File: src/rtl/rai_pkg.sv
package rai_pkg;
  localparam int SMP_W = 16;
  localparam int ACC_W = 32;

  typedef enum logic [1:0] {ST_IDLE, ST_REQ, ST_WAIT, ST_OUT} rai_state_e;

  // A peek at or above the threshold is banked.
  function automatic logic reaches_limit(input logic [SMP_W-1:0] v,
                                         input logic [SMP_W-1:0] lim);
    return v >= lim;
  endfunction

  // Final result: banked sum plus last residual, wrapping at ACC_W bits.
  function automatic logic [ACC_W-1:0] final_total(input logic [ACC_W-1:0] bank,
                                                   input logic [SMP_W-1:0] resid);
    return bank + ACC_W'(resid);
  endfunction
endpackage

File: src/rtl/rai_sequencer.sv
module rai_sequencer
  import rai_pkg::*;
#(
  parameter int NPIX   = 8,
  parameter int PASS_W = 8,
  parameter int IDX_W  = $clog2(NPIX)
) (
  input  logic              clk,
  input  logic              rst_n,
  input  logic              start,
  input  logic [PASS_W-1:0] cfg_passes,
  input  logic              sample_valid,
  input  logic [IDX_W-1:0]  sample_idx,
  input  logic              res_ready,
  output logic              frame_start,
  output logic              take,
  output logic [IDX_W-1:0]  cur_idx,
  output logic              read_req_valid,
  output logic              done,
  output logic              res_valid,
  output logic [IDX_W-1:0]  res_idx
);
  localparam logic [IDX_W-1:0] LAST_IDX = IDX_W'(NPIX - 1);

  rai_state_e        state;
  logic [IDX_W-1:0]  ptr, optr;
  logic [PASS_W-1:0] pass, passes_q;
  logic              done_q;
  logic              last_pix, last_pass;

  assign frame_start    = (state == ST_IDLE) && start;
  assign take           = (state == ST_WAIT) && sample_valid && (sample_idx == ptr);
  assign last_pix       = (ptr == LAST_IDX);
  assign last_pass      = (pass == passes_q - 1'b1);
  assign cur_idx        = ptr;
  assign read_req_valid = (state == ST_REQ);
  assign done           = done_q;
  assign res_valid      = (state == ST_OUT);
  assign res_idx        = optr;

  always_ff @(posedge clk) begin
    if (!rst_n) begin
      state    <= ST_IDLE;
      ptr      <= '0;
      optr     <= '0;
      pass     <= '0;
      passes_q <= '0;
      done_q   <= 1'b0;
    end else begin
      done_q <= 1'b0;
      case (state)
        ST_IDLE: if (start) begin
          passes_q <= (cfg_passes == '0) ? PASS_W'(1) : cfg_passes;
          ptr      <= '0;
          pass     <= '0;
          state    <= ST_REQ;
        end
        ST_REQ: state <= ST_WAIT;
        ST_WAIT: if (take) begin
          if (last_pix) begin
            ptr <= '0;
            if (last_pass) begin
              state  <= ST_OUT;
              optr   <= '0;
              done_q <= 1'b1;
            end else begin
              pass  <= pass + 1'b1;
              state <= ST_REQ;
            end
          end else begin
            ptr   <= ptr + 1'b1;
            state <= ST_REQ;
          end
        end
        ST_OUT: if (res_ready) begin
          if (optr == LAST_IDX) state <= ST_IDLE;
          else optr <= optr + 1'b1;
        end
        default: state <= ST_IDLE;
      endcase
    end
  end


  req_pulse_chk: assert property (@(posedge clk) disable iff (!rst_n)
    read_req_valid |=> !read_req_valid);


  done_pulse_chk: assert property (@(posedge clk) disable iff (!rst_n)
    done |=> !done);


  done_stream_chk: assert property (@(posedge clk) disable iff (!rst_n)
    done |-> res_valid && (res_idx == '0));


  res_hold_chk: assert property (@(posedge clk) disable iff (!rst_n)
    (res_valid && !res_ready) |=> (res_valid && $stable(res_idx)));
endmodule

File: src/rtl/rai_pixel_bank.sv
module rai_pixel_bank
  import rai_pkg::*;
#(
  parameter int NPIX  = 8,
  parameter int CNT_W = 16,
  parameter int IDX_W = $clog2(NPIX)
) (
  input  logic              clk,
  input  logic              rst_n,
  input  logic              frame_start,
  input  logic [SMP_W-1:0]  cfg_threshold,
  input  logic              take,
  input  logic [IDX_W-1:0]  cur_idx,
  input  logic [SMP_W-1:0]  sample_data,
  input  logic              roi_valid,
  input  logic [IDX_W-1:0]  roi_lo,
  input  logic [IDX_W-1:0]  roi_hi,
  input  logic [IDX_W-1:0]  rd_idx,
  output logic              bank_fire,
  output logic [ACC_W-1:0]  rd_total,
  output logic [CNT_W-1:0]  rd_cycles
);
  logic [SMP_W-1:0] thr_q;
  logic [ACC_W-1:0] acc_a [NPIX];
  logic [CNT_W-1:0] cnt_a [NPIX];
  logic [SMP_W-1:0] res_a [NPIX];

  always_ff @(posedge clk) begin
    if (!rst_n) thr_q <= '0;
    else if (frame_start) thr_q <= cfg_threshold;
  end

  assign bank_fire = take && reaches_limit(sample_data, thr_q);

  for (genvar k = 0; k < NPIX; k++) begin : g_pix
    logic hit_k, clr_k;
    assign hit_k = take && (cur_idx == IDX_W'(k));
    assign clr_k = frame_start ||
                   (roi_valid && (IDX_W'(k) >= roi_lo) && (IDX_W'(k) <= roi_hi));

    always_ff @(posedge clk) begin
      if (!rst_n || clr_k) begin
        acc_a[k] <= '0;
        cnt_a[k] <= '0;
        res_a[k] <= '0;
      end else if (hit_k) begin
        if (bank_fire) begin
          acc_a[k] <= acc_a[k] + ACC_W'(sample_data);
          cnt_a[k] <= cnt_a[k] + 1'b1;
          res_a[k] <= '0;
        end else begin
          res_a[k] <= sample_data;
        end
      end
    end


    roi_zero_chk: assert property (@(posedge clk) disable iff (!rst_n)
      (roi_valid && (IDX_W'(k) >= roi_lo) && (IDX_W'(k) <= roi_hi))
        |=> (acc_a[k] == '0) && (cnt_a[k] == '0) && (res_a[k] == '0));


    bank_count_chk: assert property (@(posedge clk) disable iff (!rst_n)
      (hit_k && bank_fire && !clr_k) |=> (cnt_a[k] == $past(cnt_a[k]) + 1'b1)
                                          && (res_a[k] == '0));


    keep_bank_chk: assert property (@(posedge clk) disable iff (!rst_n)
      (hit_k && !bank_fire && !clr_k) |=> $stable(acc_a[k]) && $stable(cnt_a[k]));
  end

  always_comb begin
    rd_total  = '0;
    rd_cycles = '0;
    for (int j = 0; j < NPIX; j++) begin
      if (rd_idx == IDX_W'(j)) begin
        rd_total  = final_total(acc_a[j], res_a[j]);
        rd_cycles = cnt_a[j];
      end
    end
  end
endmodule

File: src/rtl/rai_sched_top.sv
module rai_sched_top
  import rai_pkg::*;
#(
  parameter int NPIX   = 8,
  parameter int PASS_W = 8,
  parameter int CNT_W  = 16,
  localparam int IDX_W = $clog2(NPIX)
) (
  input  logic              clk,
  input  logic              rst_n,
  input  logic              start,
  input  logic [SMP_W-1:0]  cfg_threshold,
  input  logic [PASS_W-1:0] cfg_passes,
  input  logic              sample_valid,
  input  logic [IDX_W-1:0]  sample_idx,
  input  logic [SMP_W-1:0]  sample_data,
  input  logic              roi_valid,
  input  logic [IDX_W-1:0]  roi_lo,
  input  logic [IDX_W-1:0]  roi_hi,
  output logic              read_req_valid,
  output logic [IDX_W-1:0]  read_req_idx,
  output logic              inject_valid,
  output logic [IDX_W-1:0]  inject_idx,
  output logic              clr_req_valid,
  output logic [IDX_W-1:0]  clr_req_lo,
  output logic [IDX_W-1:0]  clr_req_hi,
  output logic              done,
  output logic              res_valid,
  input  logic              res_ready,
  output logic [IDX_W-1:0]  res_idx,
  output logic [ACC_W-1:0]  res_total,
  output logic [CNT_W-1:0]  res_cycles
);
  logic             frame_start, take, bank_fire;
  logic [IDX_W-1:0] cur_idx;

  rai_sequencer #(.NPIX(NPIX), .PASS_W(PASS_W), .IDX_W(IDX_W)) u_seq (
    .clk(clk), .rst_n(rst_n), .start(start), .cfg_passes(cfg_passes),
    .sample_valid(sample_valid), .sample_idx(sample_idx), .res_ready(res_ready),
    .frame_start(frame_start), .take(take), .cur_idx(cur_idx),
    .read_req_valid(read_req_valid), .done(done),
    .res_valid(res_valid), .res_idx(res_idx)
  );

  rai_pixel_bank #(.NPIX(NPIX), .CNT_W(CNT_W), .IDX_W(IDX_W)) u_bank (
    .clk(clk), .rst_n(rst_n), .frame_start(frame_start),
    .cfg_threshold(cfg_threshold), .take(take), .cur_idx(cur_idx),
    .sample_data(sample_data), .roi_valid(roi_valid), .roi_lo(roi_lo),
    .roi_hi(roi_hi), .rd_idx(res_idx), .bank_fire(bank_fire),
    .rd_total(res_total), .rd_cycles(res_cycles)
  );

  assign read_req_idx = cur_idx;
  assign inject_valid = bank_fire;
  assign inject_idx   = cur_idx;

  always_ff @(posedge clk) begin
    if (!rst_n) begin
      clr_req_valid <= 1'b0;
      clr_req_lo    <= '0;
      clr_req_hi    <= '0;
    end else begin
      clr_req_valid <= roi_valid;
      clr_req_lo    <= roi_lo;
      clr_req_hi    <= roi_hi;
    end
  end


  clr_echo_chk: assert property (@(posedge clk) disable iff (!rst_n)
    roi_valid |=> clr_req_valid && (clr_req_lo == $past(roi_lo))
                  && (clr_req_hi == $past(roi_hi)));


  inject_src_chk: assert property (@(posedge clk) disable iff (!rst_n)
    inject_valid |-> sample_valid && (sample_idx == inject_idx));


  req_quiet_chk: assert property (@(posedge clk) disable iff (!rst_n)
    read_req_valid |-> !res_valid && !inject_valid);
endmodule

File: config.mk
export PLATFORM = sky130hd
export DESIGN_NAME = rai_sched_top
export DESIGN_NICKNAME = d
export VERILOG_FILES = /design/src/rtl/rai_pkg.sv /design/src/rtl/rai_sequencer.sv /design/src/rtl/rai_pixel_bank.sv /design/src/rtl/rai_sched_top.sv
export SDC_FILE = /design/constraint.sdc
export NUM_CORES = 2
export LEC_CHECK = 0
export ABC_AREA = 0
export BUFFER_PORTS_ARGS = -buffer_cell sky130_fd_sc_hd__buf_2
export CAP_MARGIN = 20
export CORE_MARGIN = 1
export CORE_UTILIZATION = 29
export DETAILED_ROUTE_END_ITERATION = 6
export PLACE_DENSITY = 0.53
export SETUP_SLACK_MARGIN = 0.1
export SYNTH_ARGS = -nofsm -noshare
export SYNTH_HDL_FRONTEND = slang
export SYNTH_SLANG_ARGS = --single-unit
File: constraint.sdc
create_clock -name clk -period 12.4 [get_ports clk]
set_clock_uncertainty 0.2 [all_clocks]
set_input_delay 2.48 -clock clk [delete_from_list [all_inputs] [get_ports clk]]
set_output_delay 2.48 -clock clk [all_outputs]
set_load 0.03 [all_outputs]
==> metrics <==
run status completed; slowest cell on the critical path nor2_2; Crit. End Element primary output; Sw Share 29.4%; setup violators final 0; Setup crit start kind primary input; DR WL/cell approximately 19 um; area leader, netlist edfxtp_1; grt ovf 0; Comb pwr share 17.6%; Area contributors post-synth edfxtp_1 37%, ha_1 8.9%, nor2_1 5.9%; vias in the first global route 31,651; total number of vias 33,627; RSZ-0062 raised after global routing no; synth warn 0; FF+latch count, synth 560; CTS sink cnt 560; Mapped Cells 4,525; CP cell instances buf_2, clkinv_1, ha_1, nand2b_1, a21o_1, a21o_1, a211oi_1, nor4_1, nor2_1, a31oi_1, nor2_2, nor2_1, buf_2; Num CTS Buffers 71; number of routed nets with antenna violations 0; P_sw ~1.6 mW; Iter 0 DRT Violations between 2,000 and 3,000; register area share after synthesis 39.4%; clk root buf clkbuf_16; pwr/cell area ~110 mW/mm^2; worst relative slew slack 25.2%; placed inst area roughly 0.044 sq mm; post-synthesis area per instance around 9.2 sq um; later-pin clock latency in the skew report about 0.65 ns; die footprint between 0.1 and 0.15 sq mm; Critical Path Max Stage Delay ~0.83 ns; post-CTS sizing 0; PortBufs approximately 120; Tmin final 8.42 ns; CP top delay family simple AND/OR/NAND/NOR gates; Worst Hold Class reg2reg; Pleak about 18 nW; Hold Vio Cnt, Final 0; Total Power 5.35 mW; Initial Util around 29%; Pre-antenna DRT Iters 7; Clock Power Share 39.5%; Syn Nets about 4,900; top fanout value on the critical path 9; sequential share of power 43.0%; final instance area ~0.047 sq mm; distinct cell type count after synthesis 89; count leader, synth nor2_1; CTS tree built; asr flop ratio synth 0%; largest net degree at the start of global routing slightly below 80; max cap viols 0; DRC 0; top cells by count, synth 651 x nor2_1, 512 x edfxtp_1, 403 x nand2_1, 294 x ha_1, 276 x xor2_1; fmax ~120 MHz; P&R area growth vs syn 12.3%; die width between 300 and 400 um; drt total wl around 120 mm; CP arrival between 5 and 6 ns; first-pass GRT wire length around 190 mm; CP Data Required Time 9.72 ns; setup TNS 0 ns; crit path kind in2out; Most used DFF post-synth edfxtp_1; CTS max path bufs 3; hold_buf cts 0; antenna violations before repair 3; gr usage total 16.7%; Post-synth EDFFs just over 500; CTS clock-pin slew for the worst setup and hold paths 0.06 ns; hpwl dp 91.4 mm; H-Tree Depth 3; Slew Viols, Final 0; Nets about 5,000; Top Ports between 100 and 150; vias per cell 5.14; RD Place Congestion roughly 0.9; synthesized area 0.0415 sq mm; worst vdd ir around 0.000094 V; Synth top area share ~37%; proportion of layout cells with a drive suffix above 1 slightly above 7%; Die Span Y roughly 380 um; Fill cells 14,583; Int Pwr about 3.8 mW; share of the cycle needed by the critical path after routing between 60% and 70%; actual slew at the worst max-slew pin approximately 1.1 ns; core area about 0.14 sq mm; postcts setup bufs 0; # rows about 140; crit path buf inv count 3
[state kept, by name, summed over array words and instances, names as in the netlist]
register	count
u_bank.acc_a	256
u_bank.cnt_a	128
u_bank.res_a	128
u_bank.thr_q	16
u_seq.pass	8
u_seq.passes_q	8
clr_req_hi	3
clr_req_lo	3
u_seq.cur_idx	3
u_seq.res_idx	3
u_seq.state	2
clr_req_valid	1
u_seq.done	1
[cells by family (layout without fill, tap and decap cells)]
family	Yosys count	in the layout	synth area share (%)
AND/OR/NAND/NOR	1859	1859	21.1
AO/OA/AOI/OAI	947	947	15.4
flip-flops	560	560	39.4
XOR/XNOR	547	547	11.5
adder cells (fa/ha/maj)	310	310	9.64
buffers and inverters	295	424	2.76
multiplexers	7	7	0.169
other	0	1	0
[per-stage QoR]
stage	util [%]	std cells	setup WS, ns	hold WS (ns)
2_1_floorplan	-	4525	4.37	0.243
3_3_place_gp	31.2	6417	3.92	0.260
3_5_place_dp	31.2	6417	3.92	0.264
4_1_cts	32.8	6541	3.91	0.272
5_1_grt	32.9	6545	3.69	0.297
6_report	32.9	6545	3.98	0.267
[routing by layer]
metal / track usage, % / share of wire, % / vias up
li1: - / - / 16546
met1: 23.3 / 48 / 16159
met2: 26.3 / 45 / 741
met3: 2.10 / 4.1 / 181
met4: 5.91 / 3.4 / 0
met5: 0 / 0 / -
[placed cells by master, fill, tap and decap left out, types with 31 or more instances in the layout]
cell type / synthesis / layout
a211oi_1: 54 / 54
a21boi_0: 31 / 31
a21o_1: 63 / 63
a21oi_1: 246 / 246
a221oi_1: 39 / 39
and2_1: 144 / 143
and3_1: 80 / 80
buf_2: 17 / 122
buf_4: 4 / 39
clkbuf_16: 0 / 73
dfxtp_1: 48 / 48
edfxtp_1: 512 / 512
ha_1: 294 / 292
inv_1: 133 / 133
nand2_1: 403 / 401
nand2b_1: 62 / 56
nand3_1: 175 / 173
nand4_1: 59 / 59
nor2_1: 651 / 648
nor2b_1: 61 / 60
nor3_1: 116 / 116
o211ai_1: 50 / 50
o21a_1: 46 / 46
o21ai_0: 175 / 167
xnor2_1: 271 / 271
xor2_1: 276 / 276
[worst reg2reg max path, stage by stage, from the launching register on]
cell	delay, ns
edfxtp_1	0.36
ha_1	0.22
inv_1	0.07
fa_1	0.40
nor2b_1	0.16
o21ai_0	0.14
a21boi_0	0.38
o41ai_1	0.14
o21ai_0	0.37
a21oi_1	0.20
a21oi_1	0.79
nand4_1	0.21
xor2_1	0.17
nor2_1	0.05
[worst paths after layout]
kind | depth (start not counted) | slack, ns | to | startpoint
setup / recovery | 13 | 3.98 | inject_valid | sample_data[0]
setup reg to reg | 13 | 8.28 | u_bank.acc_a[3][26] | u_bank.acc_a[3][0]
hold reg to reg | 2 | 0.27 | u_bank.thr_q[13] | u_bank.thr_q[13]
hold / removal | 2 | 0.27 | u_bank.thr_q[13] | u_bank.thr_q[13]
[power groups by stage]
stage | sequential (mW) | clock (mW) | combinational, mW
after floorplan | 2.31 | 0 | 0.676
after global placement | 2.33 | 0 | 0.928
after detailed placement | 2.34 | 0 | 0.937
after CTS | 2.30 | 2.17 | 0.944
after global routing | 2.32 | 2.22 | 1.04
final | 2.30 | 2.11 | 0.939
[final cells by class]
| class | instances | area, sq um | area share (%) |
|---|---|---|---|
| repair buffers | 163 | 943 | 2.02 |
| flip-flops and latches | 560 | 16300 | 35.1 |
| well taps | 1890 | 2360 | 5.07 |
| diodes | 1 | 2.50 | 0.00537 |
| clock buffers | 89 | 1920 | 4.11 |
| inverters | 137 | 514 | 1.10 |
| clock inverters | 35 | 363 | 0.779 |
| multi-input cells | 3670 | 24200 | 51.8 |
Power figures use the tool's default switching activity.
